$ cat src/rtl/i2ccg_pkg.sv
package i2ccg_pkg;

  typedef enum logic [3:0] {
    E_IDLE, E_HOLD, E_R0, E_R1, E_R2,
    E_BLO, E_BHI, E_ALO, E_AHI, E_S1, E_S2
  } eng_st_t;

  typedef enum logic [2:0] {
    CMD_NONE, CMD_START, CMD_BYTE, CMD_STOP, CMD_RELEASE
  } eng_cmd_t;

  // status nibble patterns that form host commands
  localparam logic [3:0] OP_RESTART = 4'hF;
  localparam logic [3:0] OP_MTX     = 4'hC;
  localparam logic [3:0] OP_STOP    = 4'hD;
  localparam logic [3:0] OP_SRX     = 4'h0;

endpackage

$ cat src/rtl/i2ccg_monitor.sv
module i2ccg_monitor (
  input  logic clk,
  input  logic rst_n,
  input  logic scl_in,
  input  logic sda_in,
  output logic start_det,
  output logic stop_det,
  output logic bb
);

  logic s_scl_q, s_sda_q, p_scl_q, p_sda_q, bb_q, bb_d;

  assign start_det = p_scl_q & s_scl_q &  p_sda_q & ~s_sda_q;
  assign stop_det  = p_scl_q & s_scl_q & ~p_sda_q &  s_sda_q;
  assign bb        = bb_q;

  always_comb begin
    bb_d = bb_q;
    if (start_det)     bb_d = 1'b1;
    else if (stop_det) bb_d = 1'b0;
  end

  always_ff @(posedge clk or negedge rst_n) begin
    if (!rst_n) begin
      s_scl_q <= 1'b1;
      s_sda_q <= 1'b1;
      p_scl_q <= 1'b1;
      p_sda_q <= 1'b1;
      bb_q    <= 1'b0;
    end else begin
      s_scl_q <= scl_in;
      s_sda_q <= sda_in;
      p_scl_q <= s_scl_q;
      p_sda_q <= s_sda_q;
      bb_q    <= bb_d;
    end
  end

  AST_BB_ON_START: assert property (@(posedge clk) disable iff (!rst_n)
    start_det |=> bb_q) else $error("busy not set after start");
  AST_BB_OFF_STOP: assert property (@(posedge clk) disable iff (!rst_n)
    stop_det |=> !bb_q) else $error("busy not cleared after stop");

endmodule

$ cat src/rtl/i2ccg_engine.sv
module i2ccg_engine
  import i2ccg_pkg::*;
#(
  parameter int PW = 16,
  parameter int DW = 8
) (
  input  logic          clk,
  input  logic          rst_n,
  input  logic [PW-1:0] prescale,
  input  eng_cmd_t      cmd,
  input  logic          load,
  input  logic [DW-1:0] load_data,
  input  logic          sda_in,
  output logic          scl_oe,
  output logic          sda_oe,
  output logic          busy,
  output logic          hold,
  output logic          byte_done,
  output logic          nack,
  output logic [DW-1:0] shift_q
);

  localparam int BW = (DW > 1) ? $clog2(DW) : 1;

  eng_st_t       st_q, st_d;
  logic [PW-1:0] cnt_q, cnt_d, plen_m1;
  logic [BW-1:0] bidx_q, bidx_d;
  logic [DW-1:0] sh_q, sh_d;
  logic          nack_q, nack_d, done;

  assign plen_m1 = (prescale == '0) ? '0 : prescale - PW'(1);
  assign done    = (cnt_q == '0);

  always_comb begin
    st_d      = st_q;
    bidx_d    = bidx_q;
    sh_d      = load ? load_data : sh_q;
    nack_d    = nack_q;
    byte_done = 1'b0;
    cnt_d     = done ? cnt_q : cnt_q - PW'(1);
    case (st_q)
      E_IDLE, E_HOLD: begin
        case (cmd)
          CMD_START:   begin st_d = E_R0;  cnt_d = plen_m1; end
          CMD_BYTE:    begin st_d = E_BLO; cnt_d = plen_m1; bidx_d = BW'(DW-1); end
          CMD_STOP:    begin st_d = E_S1;  cnt_d = plen_m1; end
          CMD_RELEASE: st_d = E_IDLE;
          default: ;
        endcase
      end
      E_R0: if (done) begin st_d = E_R1; cnt_d = plen_m1; end
      E_R1: if (done) begin st_d = E_R2; cnt_d = plen_m1; end
      E_R2: if (done) begin st_d = E_BLO; cnt_d = plen_m1; bidx_d = BW'(DW-1); end
      E_BLO: if (done) begin st_d = E_BHI; cnt_d = plen_m1; end
      E_BHI: if (done) begin
        sh_d  = {sh_q[DW-2:0], sh_q[DW-1]};
        cnt_d = plen_m1;
        if (bidx_q == '0) st_d = E_ALO;
        else begin st_d = E_BLO; bidx_d = bidx_q - BW'(1); end
      end
      E_ALO: if (done) begin st_d = E_AHI; cnt_d = plen_m1; end
      E_AHI: if (done) begin
        nack_d    = sda_in;
        byte_done = 1'b1;
        st_d      = E_HOLD;
      end
      E_S1: if (done) begin st_d = E_S2; cnt_d = plen_m1; end
      E_S2: if (done) st_d = E_IDLE;
      default: st_d = E_IDLE;
    endcase
  end

  always_ff @(posedge clk or negedge rst_n) begin
    if (!rst_n) begin
      st_q   <= E_IDLE;
      cnt_q  <= '0;
      bidx_q <= '0;
      sh_q   <= '0;
      nack_q <= 1'b0;
    end else begin
      st_q   <= st_d;
      cnt_q  <= cnt_d;
      bidx_q <= bidx_d;
      sh_q   <= sh_d;
      nack_q <= nack_d;
    end
  end

  assign scl_oe  = (st_q == E_HOLD) || (st_q == E_R0) || (st_q == E_BLO) ||
                   (st_q == E_ALO)  || (st_q == E_S1);
  assign sda_oe  = (st_q == E_R2) || (st_q == E_S1) || (st_q == E_S2) ||
                   (((st_q == E_BLO) || (st_q == E_BHI)) && !sh_q[DW-1]);
  assign busy    = (st_q != E_IDLE) && (st_q != E_HOLD);
  assign hold    = (st_q == E_HOLD);
  assign nack    = nack_q;
  assign shift_q = sh_q;

  AST_SDA_STEADY_SCL_HIGH: assert property (@(posedge clk) disable iff (!rst_n)
    (st_q == E_BHI && $past(st_q) == E_BHI) |-> $stable(sda_oe))
    else $error("data moved while clock high");

endmodule

$ cat src/rtl/i2c_cond_gen.sv
module i2c_cond_gen
  import i2ccg_pkg::*;
#(
  parameter int PW       = 16,
  parameter int DW       = 8,
  parameter int STOP_WIN = 10
) (
  input  logic          clk,
  input  logic          rst_n,
  input  logic          wr_en,
  input  logic          wr_sel,
  input  logic [DW-1:0] wr_data,
  input  logic [PW-1:0] prescale,
  input  logic          scl_in,
  input  logic          sda_in,
  output logic          scl_oe,
  output logic          sda_oe,
  output logic [7:0]    status,
  output logic [DW-1:0] shift_q
);

  localparam int WW = $clog2(STOP_WIN + 1);

  logic [1:0]    rs_q;
  logic          rst_sn;
  logic          mst_q, mst_d, trx_q, trx_d, pin_q, pin_d;
  logic          addr_q, addr_d, lock_q, lock_d;
  logic [WW-1:0] win_q, win_d;
  logic          ready, eng_busy, eng_hold, byte_done, nack, eng_load;
  logic          start_det, stop_det, bb;
  logic [3:0]    op;
  eng_cmd_t      eng_cmd;

  // reset: asserted asynchronously, released on the clock
  always_ff @(posedge clk or negedge rst_n) begin
    if (!rst_n) rs_q <= 2'b00;
    else        rs_q <= {rs_q[0], 1'b1};
  end
  assign rst_sn = rs_q[1];

  assign op    = wr_data[DW-1 -: 4];
  assign ready = !eng_busy && !lock_q;

  always_comb begin
    mst_d    = mst_q;
    trx_d    = trx_q;
    pin_d    = pin_q;
    addr_d   = addr_q;
    lock_d   = lock_q;
    win_d    = (win_q != '0) ? win_q - WW'(1) : win_q;
    eng_cmd  = CMD_NONE;
    eng_load = 1'b0;
    if (stop_det)  lock_d = 1'b0;
    if (byte_done) pin_d  = 1'b1;
    if (wr_en && ready) begin
      if (!wr_sel) begin
        eng_load = 1'b1;
        pin_d    = 1'b0;
        addr_d   = 1'b1;
        if (eng_hold && trx_q) begin
          eng_cmd = CMD_BYTE;
          addr_d  = 1'b0;
        end else if (eng_hold) begin
          eng_cmd = CMD_RELEASE;
        end
      end else begin
        case (op)
          OP_RESTART: if (addr_q) begin
            eng_cmd = CMD_START;
            mst_d   = 1'b1;
            trx_d   = 1'b1;
            pin_d   = 1'b0;
            addr_d  = 1'b0;
          end
          OP_MTX: begin
            mst_d = 1'b1;
            trx_d = 1'b0;
            win_d = WW'(STOP_WIN);
          end
          OP_STOP: if (mst_q && win_q != '0) begin
            eng_cmd = CMD_STOP;
            mst_d   = 1'b0;
            trx_d   = 1'b0;
            pin_d   = 1'b0;
            lock_d  = 1'b1;
          end
          OP_SRX: if (!pin_q) begin
            mst_d = 1'b0;
            trx_d = 1'b0;
            if (eng_hold) eng_cmd = CMD_RELEASE;
          end
          default: ;
        endcase
      end
    end
  end

  always_ff @(posedge clk or negedge rst_sn) begin
    if (!rst_sn) begin
      mst_q  <= 1'b0;
      trx_q  <= 1'b0;
      pin_q  <= 1'b0;
      addr_q <= 1'b0;
      lock_q <= 1'b0;
      win_q  <= '0;
    end else begin
      mst_q  <= mst_d;
      trx_q  <= trx_d;
      pin_q  <= pin_d;
      addr_q <= addr_d;
      lock_q <= lock_d;
      win_q  <= win_d;
    end
  end

  i2ccg_engine #(.PW(PW), .DW(DW)) u_engine (
    .clk       (clk),
    .rst_n     (rst_sn),
    .prescale  (prescale),
    .cmd       (eng_cmd),
    .load      (eng_load),
    .load_data (wr_data),
    .sda_in    (sda_in),
    .scl_oe    (scl_oe),
    .sda_oe    (sda_oe),
    .busy      (eng_busy),
    .hold      (eng_hold),
    .byte_done (byte_done),
    .nack      (nack),
    .shift_q   (shift_q)
  );

  i2ccg_monitor u_monitor (
    .clk       (clk),
    .rst_n     (rst_sn),
    .scl_in    (scl_in),
    .sda_in    (sda_in),
    .start_det (start_det),
    .stop_det  (stop_det),
    .bb        (bb)
  );

  assign status = {mst_q, trx_q, bb, pin_q, 3'b000, nack};

  AST_CMD_WHEN_READY: assert property (@(posedge clk) disable iff (!rst_sn)
    (eng_cmd != CMD_NONE) |-> !eng_busy) else $error("command into busy engine");
  AST_LOCK_FREEZES_ROLE: assert property (@(posedge clk) disable iff (!rst_sn)
    (lock_q && wr_en) |=> ($stable(mst_q) && $stable(trx_q))) else $error("write landed during stop");
  AST_PIN_AFTER_BYTE: assert property (@(posedge clk) disable iff (!rst_sn)
    byte_done |=> pin_q) else $error("pending not set");
  AST_HOLD_ON_PIN: assert property (@(posedge clk) disable iff (!rst_sn)
    $rose(pin_q) |-> eng_hold) else $error("pending without clock hold");

endmodule

$ cat config.mk
export PLATFORM = sky130hd
export DESIGN_NAME = i2c_cond_gen
export DESIGN_NICKNAME = d
export VERILOG_FILES = /design/src/rtl/i2ccg_pkg.sv /design/src/rtl/i2ccg_monitor.sv /design/src/rtl/i2ccg_engine.sv /design/src/rtl/i2c_cond_gen.sv
export SDC_FILE = /design/constraint.sdc
export NUM_CORES = 1
export LEC_CHECK = 0
export CELL_PAD_IN_SITES_DETAIL_PLACEMENT = 1
export CELL_PAD_IN_SITES_GLOBAL_PLACEMENT = 2
export CORE_ASPECT_RATIO = 0.75
export CORE_UTILIZATION = 44
export CTS_BUF_LIST = sky130_fd_sc_hd__clkbuf_8
export DETAILED_ROUTE_END_ITERATION = 10
export DONT_BUFFER_PORTS = 1
export MAX_ROUTING_LAYER = met4
export PLACE_DENSITY = 0.88
export SYNTH_ARGS = -nofsm -noshare
export SYNTH_HDL_FRONTEND = slang
export SYNTH_SLANG_ARGS = --single-unit
$ cat constraint.sdc
create_clock -name clk -period 2.31 [get_ports clk]
set_clock_uncertainty 0.1 [all_clocks]
set_input_delay 0.693 -clock clk [delete_from_list [all_inputs] [get_ports clk]]
set_output_delay 0.693 -clock clk [all_outputs]
set_load 0.005 [all_outputs]
### Word-level counts from Yosys, hierarchy flattened

Index checks and enable logic that the tools add are counted.

* bits of input ports: 30
* flip-flop bits (word level): 48
* output and inout bits: 18
* memory bits (read-only): 0
* word-level logic and storage cells: 159
* latch bits: 0
* memories: 0
* bits in writable memories: 0

* mux-type cells: 62
* reductions and logical operators: 35
* magnitude comparators: 0
* $add $sub $neg: 4
* equal/unequal tests: 34
* bitwise logic cells: 7
* multiply operators: 0
* shift-type cells: 0
* div/mod/pow operators: 0

Operators with widths (number)
* 16-bit 2-to-1 mux: 4
* 4-bit 2-to-1 mux: 13
* 4-bit case mux with 10 select lines: 1
* 16-bit zero test: 2
* 16-bit case mux with 2 select lines: 1
* 16-bit by 1-bit subtractor with 16-bit output, second input constant: 2
* 3-bit 2-to-1 mux: 9
* 4-bit == test, second input constant: 6
* 8-bit 2-to-1 mux: 3
* 1-bit 2-to-1 mux: 23
* 2-bit by 1-bit != test with 1-bit output, second input constant: 10
* 3-bit case mux with 3 select lines: 2
* 4-bit by 3-bit == test with 1-bit output, second input constant: 4
* 4-bit case mux with 4 select lines: 1
* 4-bit nonzero test: 3
* 2-bit != test, second input constant: 5
* 10-bit AND reduction: 1
* 4-bit by 2-bit == test with 1-bit output, second input constant: 2
* 4-bit zero test: 2
* 1-bit logical OR: 8
* 1-bit case mux with 4 select lines: 2
* 7-bit OR reduction: 1
* 3-bit by 2-bit == test with 1-bit output, second input constant: 2
* 1-bit logical AND: 6
* 20 further kinds: 29

### Longest topological paths before layout

Gate-level depths: netlist of the first run.

* depth after elaboration: 10
* depth in mapped cells: 10
* mapped depth without buffers: 7

### By module

A second synthesis of the first run with hierarchy kept.

* cells, all modules: 376
* area, all modules: 3338.2 µm²

By module, submodules not included
* i2ccg_engine: cells each 284, seq. area each 800.8 µm², instances 1, area each 2454.9 µm²
* i2c_cond_gen: cells each 80, seq. area each 275.3 µm², instances 1, area each 719.4 µm²
* i2ccg_monitor: cells each 12, seq. area each 130.1 µm², instances 1, area each 163.9 µm²

### Worst setup path before layout of the first run

Ideal clock, no wire load.

* kind: in2reg
* start: in prescale[12]
* end: reg u_engine.cnt_q[11]
* arrival time: 2.019 ns
* library setup time: 0.125 ns
* buffers on the path: 0
* required time: 2.085 ns
* stages: 5
* setup slack: 0.066 ns
* cells stage by stage: or4_1 nor3b_2 and2_1 nor2_1 mux2_2

* cells in the longest elaborated chain, start to end: 4
* elaborated cells on any way between the ends: 5
* those cells by class: mux (4); reduce/logical (1)

RTL lines
* start: declaration: RTL line i2c_cond_gen.sv:13 `input logic [PW-1:0] prescale,`
* 16-bit zero test *: RTL line i2ccg_engine.sv:31 `assign plen_m1 = (prescale == '0) ? '0 : prescale - PW'(1);`
* 16-bit 2-to-1 mux *: RTL line i2ccg_engine.sv:31
* 16-bit 2-to-1 mux (on tied branches)
* 16-bit case mux with 2 select lines *: RTL line i2ccg_engine.sv:41 `case (st_q)`
* via u_engine.cnt_d[11]: RTL line i2ccg_engine.sv:26 `logic [PW-1:0] cnt_q, cnt_d, plen_m1;`
* end signal: assignment: RTL line i2ccg_engine.sv:82 `cnt_q <= cnt_d;`
* end: declaration: RTL line i2ccg_engine.sv:26

The timed path passes the listed nets; every way through them passes the cells marked *.
A chain may end at the register's enable or synchronous reset.

### Worst setup path after layout of the first run

* start: reg u_engine.cnt_q[8]
* end: reg u_engine.sh_q[6] (netlist: u_engine.shift_q[6])

* cells in the longest elaborated chain, start to end: 3

RTL lines
* 16-bit zero test: RTL line i2ccg_engine.sv:32 `assign done = (cnt_q == '0);`
* 8-bit 2-to-1 mux: RTL line i2ccg_engine.sv:55 `E_BHI: if (done) begin`
* 8-bit 2-to-1 mux: RTL line i2ccg_engine.sv:41
* via u_engine.sh_d[6]: RTL line i2ccg_engine.sv:28 `logic [DW-1:0] sh_q, sh_d;`
* end signal: assignment: RTL line i2ccg_engine.sv:78 `sh_q <= '0;`
* end signal: assignment: RTL line i2ccg_engine.sv:84 `sh_q <= sh_d;`
* end: declaration: RTL line i2ccg_engine.sv:28

The timed path passes the listed nets, and every way through them passes these cells.

==> metrics.csv, run 1 <==
stage,metric,value,unit
run_status,status,finished clean,
worst_setup_path,cp_top_family,simple AND/OR/NAND/NOR gates,
sta,maxSlewHeadroom,60.4,%
sta,fin_crit,2.21,ns
place,placed_cell_area,3560,um2
pwr,switchingPower,357,uW
place,port-buffer-count,0,
sta,hold_viol_final,0,
pwr,switching_share,24.6,%
drt,wl_per_cell,17.5,um
place,routabilityCongestion,0.802,
drt,drc,0,
cts,clock-root-buffer,clkbuf_8,
synthesis,yosysMostFrequentCell,dfrtp_1,
worst_setup_path,cp.arrival,2.31,ns
pwr,comb_power_share,5.2,%
worst_setup_path,max_stage_delay,0.50,ns
final_layout,area_growth,12.9,%
grt,grt_max_degree,26,
cts,cts_buffer_depth,2,
sta,grt_setup_unrepaired,false,
worst_setup_path,cp_common_cell,buf_4,
sta,fin_crit_sh,95.7,%
die,coreArea,7030,um2
worst_setup_path,reg2reg_from,u_engine.cnt_q[8],
worst_setup_path,critPathMaxFanout,8,
synthesis,async_reset_ff_share,100,%
die,start_util,46.8,%
die,rows,26,
sta,finalWorstSetupSlack,0.0985,ns
synthesis,synth_edf_count,0,
worst_setup_path,worstSetupPathType,register to register,
final_layout,finish.instance_area,3710,um2
synthesis,yosys-top-cells-area,"dfrtp_1 33%, mux2i_1 7.0%, xnor2_1 4.0%",
place,pre_cts_ws,-0.0615,ns
worst_setup_path,start_kind,register,
final_layout,nets,432,
cts,path_clk_slew,0.10,ns
synthesis,synth_top_area_share,33.5,%
synthesis,synth_common_cells,"44 x dfrtp_1, 34 x nor2_1, 27 x nand2_1",
grt,antenna_found_initial,0,
place,dp.cells,483,
cts,cts_buffers,5,
pwr,p_leak,1.47,nW
sta,fin_setup_tns,0,ns
die,io_pins,48,
final_layout,antenna_cells,0,
drt,wl,8.66,mm
sta,worstMarginPinSlew,0.595,ns
synthesis,netlist_area,3290,um2
drt,vias,2809,
pwr,pwr-share-seq,59.4,%
grt,grt_pass1_wl,14.5,mm
worst_setup_path,r2r_cells,7,
grt,grt_pass1_vias,2935,
drt,vias_per_cell,5.69,
synthesis,synth_xor_area_share,4.80,%
synthesis,syn_avg_cell_area,8.96,um2
pwr,power,1.45,mW
worst_setup_path,rr_endpoint,u_engine.shift_q[6],
synthesis,netlist_instances,367,
synthesis,synth_ff_type,dfrtp_1,
sta,final_max_slew_viol_count,0,
synthesis,netlist-cell-type-count,66,
drt,drtIter0Drc,103,
final_layout,fillerInstances,851,
cts,cts_max_level,2,
die,chipHeight,76.9,um
worst_setup_path,cp_num_buf_inv,2,
die,die_w,102,um
min_path,min_path_type,register to async pin,
pwr,intPower,1.10,mW
worst_setup_path,crit_chain,or4_4 > buf_4 > nor4b_4 > buf_4 > nand3_2 > nor2_2 > a21oi_2,
synthesis,yosys.area.top_type,dfrtp_1,
pwr,clkPwrFrac,35.4,%
final_layout,drive_gt1_share,19.7,%
cts,worst_skew_pair.late_latency,0.30,ns
worst_setup_path,slowest_stage,or4_4,
cts,cts_tree,yes,
synthesis,synthAdderAreaFrac,2.97,%
synthesis,synth-compound-area-share,14.2,%
worst_setup_path,regToRegSetupSlack,0.1,ns
pwr,p_per_area,392,nW/um2
grt,grtUsageTotal,24.3,%
place,dp_hpwl,6.71,mm
sta,max_freq,452,MHz
grt,grt-ovfl-total,0,
synthesis,synth_mux_area_share,8.03,%
synthesis,synth-simple-area-share,26.8,%
worst_setup_path,critPathLaunch,u_engine.cnt_q[8],
drt,ant_nets,0,
die,die-area,7820,um2
pwr,ir_drop,0.000222,V
job,max-cap-violations,0,
cts,clock_sinks,48,
final_layout,fin_cells,494,
sta,setup_viol,0,
worst_setup_path,cp.required,2.40,ns
drt,drt-pass1-iter-count,4,
synthesis,ys_seq_area_share,36.7,%
synthesis,synth_seq_cells,48,
synthesis,ys_warn_count,0,
synthesis,synth_top_family_by_area,simple AND/OR/NAND/NOR gates,
worst_setup_path,worst_setup_path_end_kind,register,
==> cells by family after synthesis <==
logic type | count (synthesis)
multiplexers | 26
XOR/XNOR | 18
other | 2
buffers and inverters | 37
adder cells (fa/ha/maj) | 8
flip-flops | 48
AO/OA/AOI/OAI | 72
AND/OR/NAND/NOR | 156
==> power by group through the flow <==
stage          Combinational (mW)  Clock, mW  Sequential (mW)
6_report                   0.0753      0.514            0.864
2_1_floorplan              0.0568          0            0.881
4_1_cts                    0.0765      0.534            0.864
3_3_place_gp               0.0727          0            0.880
5_1_grt                    0.0858      0.569            0.867
3_5_place_dp               0.0744          0            0.881
==> flip-flops by register name, indices dropped and copies added, names as in the netlist <==
| register | flops |
|---|---|
| u_monitor.s_sda_q | 1 |
| rs_q | 2 |
| u_monitor.s_scl_q | 1 |
| addr_q | 1 |
| lock_q | 1 |
| u_monitor.p_sda_q | 1 |
| trx_q | 1 |
| mst_q | 1 |
| u_monitor.p_scl_q | 1 |
| u_engine.bidx_q | 3 |
| u_engine.shift_q | 8 |
| u_engine.nack | 1 |
| win_q | 4 |
| pin_q | 1 |
| u_engine.st_q | 4 |
| u_engine.cnt_q | 16 |
| u_monitor.bb | 1 |
==> final cells by class <==
cell class,count,area (um2),area share (%)
multi-input combinational,285,1920,51.8
sequential,48,1210,32.6
timing repair buffer,40,315,8.50
tap,98,123,3.30
clock buffer,5,68.8,1.85
inverter,15,56.3,1.52
clock inverter,3,18.8,0.506
==> cell usage in the layout (no fill, tap or decap), types with 4 or more instances in the layout <==
cell and instances:
or3_1 5, a31oi_1 5, nand3_1 9, conb_1 4, dfrtp_1 42, nor2b_1 6
nand2_1 27, nor3_1 23, clkbuf_8 5, ha_1 7, nand4_1 7, buf_4 38
mux2i_1 23, a21oi_1 22, nand2b_1 4, dfstp_2 4, inv_1 15, nor4_1 6
nand3b_1 4, nor2_1 33, xnor2_1 15, o21ai_0 14
==> per-stage QoR <==
stage | utilization, % | hold WS [ns]
2_1_floorplan | - | 0.231
3_3_place_gp | 50.7 | 0.189
3_5_place_dp | 50.7 | 0.187
4_1_cts | 52.2 | 0.194
5_1_grt | 52.8 | 0.223
6_report | 52.8 | 0.179
==> worst max-delay path by stage <==
stage,end,slack (ns),depth (start not counted)
after global placement,u_engine.cnt_q[8],0.01,6
after floorplan,u_engine.cnt_q[11],0.07,5
after detailed placement,u_engine.cnt_q[2],-0.06,4
after CTS,sda_oe,0.01,4
after global routing,u_engine.nack,0.01,7
final,u_engine.shift_q[6],0.1,7
==> per-layer routing <==
metal  vias up  part of all wire (%)  global-route usage, %
met1      1388                    52                   35.2
met2        55                    43                   36.0
met5         -                     0                      -
li1       1361                     -                      -
met4         0                  0.51                   3.48
met3         5                   4.5                   4.10
==> what timing repair did <==
item / in CTS / in global routing
pin swaps: 0 / 1
buffers inserted: 1 / 0
endpoints found under the hold margin: 2 / 0
resized for setup: 0 / 10
cloned: 0 / 1
setup endpoints to repair: 1 / 4
hold buffers: 1 / 0
No activity file was read; power rests on OpenSTA's default activity.
==> run 2, diff against run 1 <==
- CORE_UTILIZATION: 44 -> 43
- PLACE_DENSITY: 0.88 -> 0.87
- SYNTH_HIERARCHICAL: unset -> 1
==> metrics.csv, run 2 <==
stage,metric,value,unit
final_layout,area_growth,25.3,%
cts,clock-root-buffer,clkbuf_8,
worst_setup_path,cp.required,2.44,ns
worst_setup_path,cp.arrival,2.61,ns
final_layout,regArea,1210,um2
final_layout,fillerInstances,882,
pwr,p_per_area,967,nW/um2
cts,cts_buffer_depth,2,
sta,grt_setup_unrepaired,true,
run_status,status,"complete, but fails checks",
sta,maxSlewHeadroom,54.3,%
sta,fin_crit,2.47,ns
worst_setup_path,worst_setup_path_end_kind,register,
grt,grtUsageTotal,25.6,%
worst_setup_path,r2r_cells,10,
sta,final_max_slew_viol_count,0,
sta,finalWorstSetupSlack,-0.164,ns
die,start_util,44.9,%
synthesis,netlist_area,3330,um2
cts,path_clk_slew,0.10,ns
die,die-area,8110,um2
final_layout,drive_gt1_share,31.2,%
drt,vias_per_cell,5.96,
die,chipHeight,78.3,um
cts,cts_tree,yes,
sta,fin_crit_sh,107,%
grt,grt-ovfl-total,0,
final_layout,largest_reg_flops,16,
grt,grt_pass1_wl,15.9,mm
final_layout,antenna_cells,0,
drt,wl,10.1,mm
sta,hold_viol_final,0,
drt,wl_per_cell,19.6,um
synthesis,syn_avg_cell_area,8.89,um2
cts,cts_max_level,2,
worst_setup_path,worstSetupPathType,register to register,
sta,max_freq,404,MHz
cts,cts_buffers,5,
die,coreArea,7430,um2
drt,drc,0,
sta,setup_viol,20,
place,port-buffer-count,0,
die,die_w,104,um
sta,worstMarginPinSlew,0.680,ns
drt,ant_nets,0,
drt,drtIter0Drc,120,
final_layout,final_common_cell,buf_4,
final_layout,final_cell_mix,"51 x buf_4, 43 x dfrtp_1, 33 x nor2_1, 24 x a21oi_1, 17 x mux2i_1",
place,routabilityCongestion,0.897,
drt,vias,3088,
cts,worst_skew_pair.late_latency,0.31,ns
worst_setup_path,reg2reg_from,u_engine/st_q[1],
die,io_pins,48,
pwr,ir_drop,0.000558,V
final_layout,multi_input_area,2200,um2
synthesis,netlist_instances,375,
grt,antenna_found_initial,0,
worst_setup_path,regToRegSetupSlack,-0.16,ns
worst_setup_path,start_kind,register,
final_layout,fin_cells,518,
place,dp_hpwl,7.30,mm
grt,grt_pass1_vias,3134,
die,rows,27,
synthesis,ys_warn_count,6,
place,pre_cts_ws,-0.253,ns
place,dp.cells,501,
grt,grt_max_degree,25,
job,max-cap-violations,0,
worst_setup_path,rr_endpoint,u_engine/cnt_q[15],
min_path,min_path_type,register to async pin,
cts,clock_sinks,48,
worst_setup_path,critPathMaxFanout,8,
final_layout,utilization,56.2,%
final_layout,top_register,u_engine/cnt_q,
run_status,violations,setup timing,
drt,drt-pass1-iter-count,4,
final_layout,nets,453,
pwr,p_leak,1.66,nW
sta,hold_ws,0.171,ns
-- run 2: layer usage --
metal | vias up | share of wire, % | global-route usage (%)
met4 | 0 | 1.4 | 5.86
li1 | 1445 | - | -
met2 | 93 | 44 | 37.8
met5 | - | 0 | -
met3 | 16 | 6.7 | 4.73
met1 | 1534 | 48 | 36.6
-- run 2: area by class of cell --
class	instances	area share [%]
multi-input cells	290	52.7
flip-flops and latches	48	28.9
repair buffers	58	11.4
well taps	101	3.02
clock buffers	5	1.65
inverters	13	1.17
clock inverters	3	1.11
-- run 2: metrics by stage --
step | power, mW | area (um2) | TNS, ns
floorplan | 2.56 | 3410 | -0.447
detailed placement | 3.11 | 3770 | -3.04
CTS | 3.88 | 3980 | -0.785
global placement | 3.03 | 3770 | -1.15
finish | 4.04 | 4180 | -1.57
global route | 4.30 | 4180 | -3.87
-- run 2: power by group --
part	total, mW	leakage, nW	switching [mW]	internal (mW)
clock network	0.648	0.0548	0.321	0.327
logic	1.92	1.06	0.990	0.928
registers	1.47	0.551	0.336	1.14
total	4.04	1.66	1.65	2.39
-- run 2: timing repair --
item | in CTS | in global routing
endpoints found under the hold margin | 2 | 0
pin swaps | 8 | 12
endpoints found under the setup margin | 22 | 29
hold buffers | 1 | 0
setup buffers | 2 | 6
gates cloned | 0 | 0
resized for setup | 13 | 36
-- run 2: worst max-delay path, stage by stage (launching register included) --
cell and delay, ns:
dfrtp_1 0.39, or3_4 0.44, nor2_4 0.12, nand3b_1 0.13, a21oi_2 0.20, buf_4 0.14
nor2_4 0.04, nor3_4 0.23, a31o_4 0.23, buf_12 0.17, mux2i_1 0.21
-- run 2: how the worst max path moves through the flow --
stage                                 from            endpoint  slack [ns]  depth (start not counted)
after floorplan                   win_q[0]  u_engine/cnt_q[12]       -0.06                         13
after global placement         prescale[0]   u_engine/cnt_q[9]       -0.20                          8
after detailed placement       prescale[0]   u_engine/cnt_q[9]       -0.25                          8
after CTS                 u_engine/st_q[1]  u_engine/bidx_q[0]       -0.09                          9
after global routing      u_engine/st_q[1]  u_engine/cnt_q[15]       -0.26                         10
final                     u_engine/st_q[1]  u_engine/cnt_q[15]       -0.16                         10
